## config.mk

```make
export PLATFORM = sky130hd
export DESIGN_NAME = adc_fmt_encoder
export DESIGN_NICKNAME = d
export VERILOG_FILES = /design/src/rtl/adcfmt_pkg.sv /design/src/rtl/adcfmt_select.sv /design/src/rtl/adcfmt_encode.sv /design/src/rtl/adcfmt_gray_dec.sv /design/src/rtl/adc_fmt_encoder.sv
export SDC_FILE = /design/constraint.sdc
export NUM_CORES = 1
export LEC_CHECK = 0
export BUFFER_PORTS_ARGS = -buffer_cell sky130_fd_sc_hd__buf_2
export CELL_PAD_IN_SITES_DETAIL_PLACEMENT = 1
export CELL_PAD_IN_SITES_GLOBAL_PLACEMENT = 1
export CORE_MARGIN = 2
export CORE_UTILIZATION = 29
export DETAILED_ROUTE_END_ITERATION = 10
export PLACE_DENSITY_LB_ADDON = 0.1
export SYNTH_ARGS = -nofsm -noshare
export SYNTH_HDL_FRONTEND = slang
export SYNTH_SLANG_ARGS = --single-unit
```

## constraint.sdc

```tcl
create_clock -name clk -period 2.4 [get_ports clk]
set_clock_uncertainty 0.2 [all_clocks]
set_input_delay 0 -clock clk [delete_from_list [all_inputs] [get_ports clk]]
set_output_delay 0 -clock clk [all_outputs]
set_load 0.01 [all_outputs]
```

## src/rtl/adcfmt_pkg.sv

```systemverilog
package adcfmt_pkg;
    typedef enum logic [1:0] {
        FMT_OFFSET = 2'b00,
        FMT_TWOS   = 2'b01,
        FMT_GRAY   = 2'b10
    } fmt_e;

    localparam logic [1:0] STRAP_LOW  = 2'b00;
    localparam logic [1:0] STRAP_HIGH = 2'b01;
    localparam int unsigned CFG_W     = 3;
    localparam int unsigned CFG_EN    = 2;
endpackage

```

## src/rtl/adcfmt_select.sv

```systemverilog
module adcfmt_select
    import adcfmt_pkg::*;
(
    input  logic [1:0] strap_state,
    input  logic       ovr_en,
    input  logic [1:0] ovr_fmt,
    output fmt_e       fmt
);
    fmt_e strap_fmt;
    fmt_e reg_fmt;

    always_comb begin
        unique case (strap_state)
            STRAP_LOW:  strap_fmt = FMT_OFFSET;
            STRAP_HIGH: strap_fmt = FMT_TWOS;
            default:    strap_fmt = FMT_GRAY;
        endcase
    end

    always_comb begin
        unique case (ovr_fmt)
            2'b01:   reg_fmt = FMT_TWOS;
            2'b10:   reg_fmt = FMT_GRAY;
            default: reg_fmt = FMT_OFFSET;
        endcase
    end

    assign fmt = ovr_en ? reg_fmt : strap_fmt;
endmodule

```

## src/rtl/adcfmt_encode.sv

```systemverilog
module adcfmt_encode
    import adcfmt_pkg::*;
#(
    parameter int unsigned W = 12
) (
    input  logic [W-1:0] bin,
    input  fmt_e         fmt,
    output logic [W-1:0] code
);
    localparam int unsigned MSB = W - 1;

    logic [W-1:0] gray;
    logic [W-1:0] twos;

    assign gray[MSB] = bin[MSB];
    for (genvar i = 0; i < MSB; i++) begin : g_gray
        assign gray[i] = bin[i] ^ bin[i+1];
    end

    assign twos = {~bin[MSB], bin[MSB-1:0]};

    always_comb begin
        unique case (fmt)
            FMT_TWOS: code = twos;
            FMT_GRAY: code = gray;
            default:  code = bin;
        endcase
    end
endmodule

```

## src/rtl/adcfmt_gray_dec.sv

```systemverilog
module adcfmt_gray_dec #(
    parameter int unsigned W = 12
) (
    input  logic [W-1:0] gray,
    output logic [W-1:0] bin
);
    localparam int unsigned MSB = W - 1;

    assign bin[MSB] = gray[MSB];
    for (genvar i = 0; i < MSB; i++) begin : g_chain
        assign bin[i] = gray[i] ^ bin[i+1];
    end
endmodule

```

## src/rtl/adc_fmt_encoder.sv

```systemverilog
module adc_fmt_encoder
    import adcfmt_pkg::*;
#(
    parameter int unsigned W = 12
) (
    input  logic                    clk,
    input  logic                    rst,
    input  logic                    in_valid,
    input  logic [W-1:0]            in_sample,
    input  logic [1:0]              strap_state,
    input  logic                    cfg_wr,
    input  logic [CFG_W-1:0]        cfg_wdata,
    input  logic [W-1:0]            dec_in,
    output logic                    out_valid,
    output logic [W-1:0]            out_code,
    output logic [1:0]              out_fmt,
    output logic [W-1:0]            dec_out
);
    typedef struct packed {
        logic [W-1:0] code;
        logic         valid;
        fmt_e         fmt;
        logic         ovr_en;
        logic [1:0]   ovr_fmt;
        logic [W-1:0] dec;
    } state_t;

    state_t st_d, st_q;

    fmt_e         eff_fmt;
    logic [W-1:0] enc_code;
    logic [W-1:0] dec_bin;

    adcfmt_select u_sel (
        .strap_state (strap_state),
        .ovr_en      (st_q.ovr_en),
        .ovr_fmt     (st_q.ovr_fmt),
        .fmt         (eff_fmt)
    );

    adcfmt_encode #(.W(W)) u_enc (
        .bin  (in_sample),
        .fmt  (eff_fmt),
        .code (enc_code)
    );

    adcfmt_gray_dec #(.W(W)) u_dec (
        .gray (dec_in),
        .bin  (dec_bin)
    );

    always_comb begin
        st_d       = st_q;
        st_d.valid = in_valid;
        st_d.dec   = dec_bin;
        if (in_valid) begin
            st_d.code = enc_code;
            st_d.fmt  = eff_fmt;
        end
        if (cfg_wr) begin
            st_d.ovr_en  = cfg_wdata[CFG_EN];
            st_d.ovr_fmt = cfg_wdata[1:0];
        end
    end

    always_ff @(posedge clk) begin
        if (rst) begin
            st_q <= '0;
        end else begin
            st_q <= st_d;
        end
    end

    assign out_valid = st_q.valid;
    assign out_code  = st_q.code;
    assign out_fmt   = st_q.fmt;
    assign dec_out   = st_q.dec;
endmodule

```

==> metrics <==
Final Cycle Share 0.967; CTS tree yes; worst r2r dst out_code[6]; GRT Total Usage 0.139; clk buf depth 2; delay of the slowest critical-path stage 0.57 ns; Fmax achieved 431 MHz; Yosys cell types 27; Starting Density 0.302; Buffers on Ports 59; total CTS buffers 5; Hold Vio Cnt, Final 0; Most Frequent Cell on Critical Path dlygate4sd3_1; RSZ-0062 raised after global routing false; CP endpoint kind flop; sequential cell area 601 sq um; Die W 79.7 microns; Pins Over Slew Limit 0; Final WS setup 0.0794 ns; Worst Setup SP dec_in[11]; top cell type's share of synthesized area 0.361; largest family of logic cells by synthesized area simple AND/OR/NAND/NOR gates; Leak Pwr 1.00 nW; initial antenna violation count 0; ys async rst share 0; global-route wire length before repair 6790 microns; crit-path cells dlygate4sd3_1 > buf_2 > xnor2_2 > nand2_1 > dlygate4sd3_1 > a21oi_1 > dlygate4sd3_1; clk sinks 30; DRT Pass-1 Iters 3; final net count 288; setup slack at placement 0.149 ns; HP Class in -> reg; Max-Slew Margin vs Limit 0.599; Mapped Cells 190; Antenna Diode Count 0; post-synthesis mux area share 0.0444; Seq cells post-synth 30; total wire length 4140 microns; GR Overflow Total 0; Cells after DPL 286; sequential element share of the synthesized area 0.361; status finished clean; 1st-iter DRT viols 25; via count 1470; DRT antenna net count 0; clk slew on worst S/H paths 0.07 ns; cells on worst reg2reg path 8; Post-Synth Adder-Cell Area 0.0151; vias per cell 4.51; reg-to-reg startpoint st_q[14]; Post-synth top cells 30 x dfxtp_1, 30 x nor2_1, 26 x buf_4; peak supply drop 0.227 mV; GPL Wtd Cong 0.714; Synthesized Nets 225; number of global-route vias before repair 1529; layout cell share with drive strength beyond 1 0.307; PwrDens 670 nW/um^2; Setup Fix Bufs, Post-CTS 0; row cnt 27; Synth Area in Simple Gates 0.196; DRC 0; cell area after synthesis 1660 sq um; Syn Area/Cell 8.75 sq um; crit-path max FO 5; Worst Max-Slew Pin Slew 0.602 ns; Post-Synth XOR/XNOR Area 0.123; Synth area leaders dfxtp_1 36%, buf_4 12%, nor2_1 6.8%, a311oi_1 5.8%, xnor2_1 4.7%; EDFF count, synth 0; Core Box Area 5510 sq um; Filler cells 662; Die H 79.7 microns; dominant cell type by area after synthesis dfxtp_1; top_reg_cell synth dfxtp_1; largest net degree at the start of global routing 31; worst skew pair latency 0.28 ns; Multi-input gate area 822 sq um; CP max-delay cell dlygate4sd3_1; die area 6350 sq um; kind of critical path in -> reg; Arrival @ worst endpoint 2.34 ns; Layout area overhead 35.5%; HPWL Detailed 2750 microns; CTS H-Tree Depth 2; Root Driver clkbuf_8; # Max-Cap Violations 0; critical path endpoint dec_out[9]; setup_tns 0 ns; Worst R2R Setup Slack 0.29 ns; crit path time final 2.32 ns; Ports 60; DR WL/cell 12.7 microns; Setup-failing EPs final 0; fin cells 326; Critical Path Start Type input pin; compound-gate portion of the synthesized area 0.114; post-layout instance area 2250 sq um; critical path required time 2.42 ns; synth warn 0; placed cell area 1820 sq um
cell usage in the layout, fill, tap and decap left out, drive strengths merged:
cell type	synthesis	routed
buf	26	59
dlygate4sd3	0	32
nor2	30	30
dfxtp	30	30
nand2	16	16
a311oi	11	11
xnor2	11	11
nor2b	10	10
o21ai	10	10
nor3b	8	8
clkbuf	9	5
inv	4	4
mux2i	4	4
mux2	3	3
a21oi	3	3
xor2	3	3
or2	3	3
a211oi	2	2
clkinv	0	2
ha	2	2
nor3	1	1
a32oi	1	1
xnor3	1	1
xor3	1	1
nand2b	1	1
bufinv	0	1
cells by family after synthesis:
| group | Yosys count |
|---|---|
| mux | 7 |
| xor+xnor | 16 |
| buf+inv | 39 |
| flops | 30 |
| simple gates | 69 |
| compound gates | 27 |
| fa+ha+maj | 2 |
power breakdown:
part	leakage, nW	total, mW	internal, mW	switching [mW]
clock	0.0579	0.505	0.305	0.200
combinational	0.697	0.425	0.212	0.213
sequential	0.249	0.579	0.560	0.0194
total	1.00	1.51	1.08	0.432
final cells by class:
class	count	share of cell area
clock buffer	5	0.0306
tap	72	0.0400
timing repair buffer	91	0.273
inverter	4	0.00667
sequential	30	0.267
multi-input combinational	121	0.365
clock inverter	3	0.0178
state kept, by name, indices dropped and copies added (netlist names):
signal	cells
out_fmt	2
dec_out	12
out_code	12
out_valid	1
st_q	3
how the worst min path moves through the flow:
stage	from	end	cells past startpoint
3_3_place_gp	cfg_wdata[1]	st_q[13]	3
2_1_floorplan	dec_in[11]	dec_out[11]	1
4_1_cts	rst	dec_out[7]	2
3_5_place_dp	cfg_wdata[1]	st_q[13]	3
5_1_grt	rst	dec_out[0]	2
6_report	rst	dec_out[0]	2
stage by stage:
step	hold slack, ns	utilization	total power, mW
2_1_floorplan	-0.0718	-	0.913
3_3_place_gp	0.0458	0.330	0.960
4_1_cts	0.0147	0.408	1.53
5_1_grt	0.0289	0.409	1.61
6_report	0.0104	0.409	1.51
3_5_place_dp	0.0652	0.330	0.973
metal layers:
metal | vias to the layer above | global-route usage | wire [microns]
met2 | 36 | 0.260 | 2170
met3 | 7 | 0.0385 | 228
met4 | 0 | 0.0414 | 47
li1 | 730 | - | -
met1 | 697 | 0.150 | 1690
met5 | - | 0 | 0
critical path: cells and delay by family:
kind,cells,cell delay [ns]
buf+inv,4,1.82
xor+xnor,1,0.29
compound gates,1,0.15
simple gates,1,0.08
timing repair:
| item | 4_1_cts | 5_1_grt |
|---|---|---|
| gates resized for setup | 0 | 2 |
| setup endpoints to repair | 0 | 11 |
| hold buffers | 32 | 0 |
| hold endpoints to repair | 27 | 0 |
Note: power is estimated with default switching activity, not from simulation.
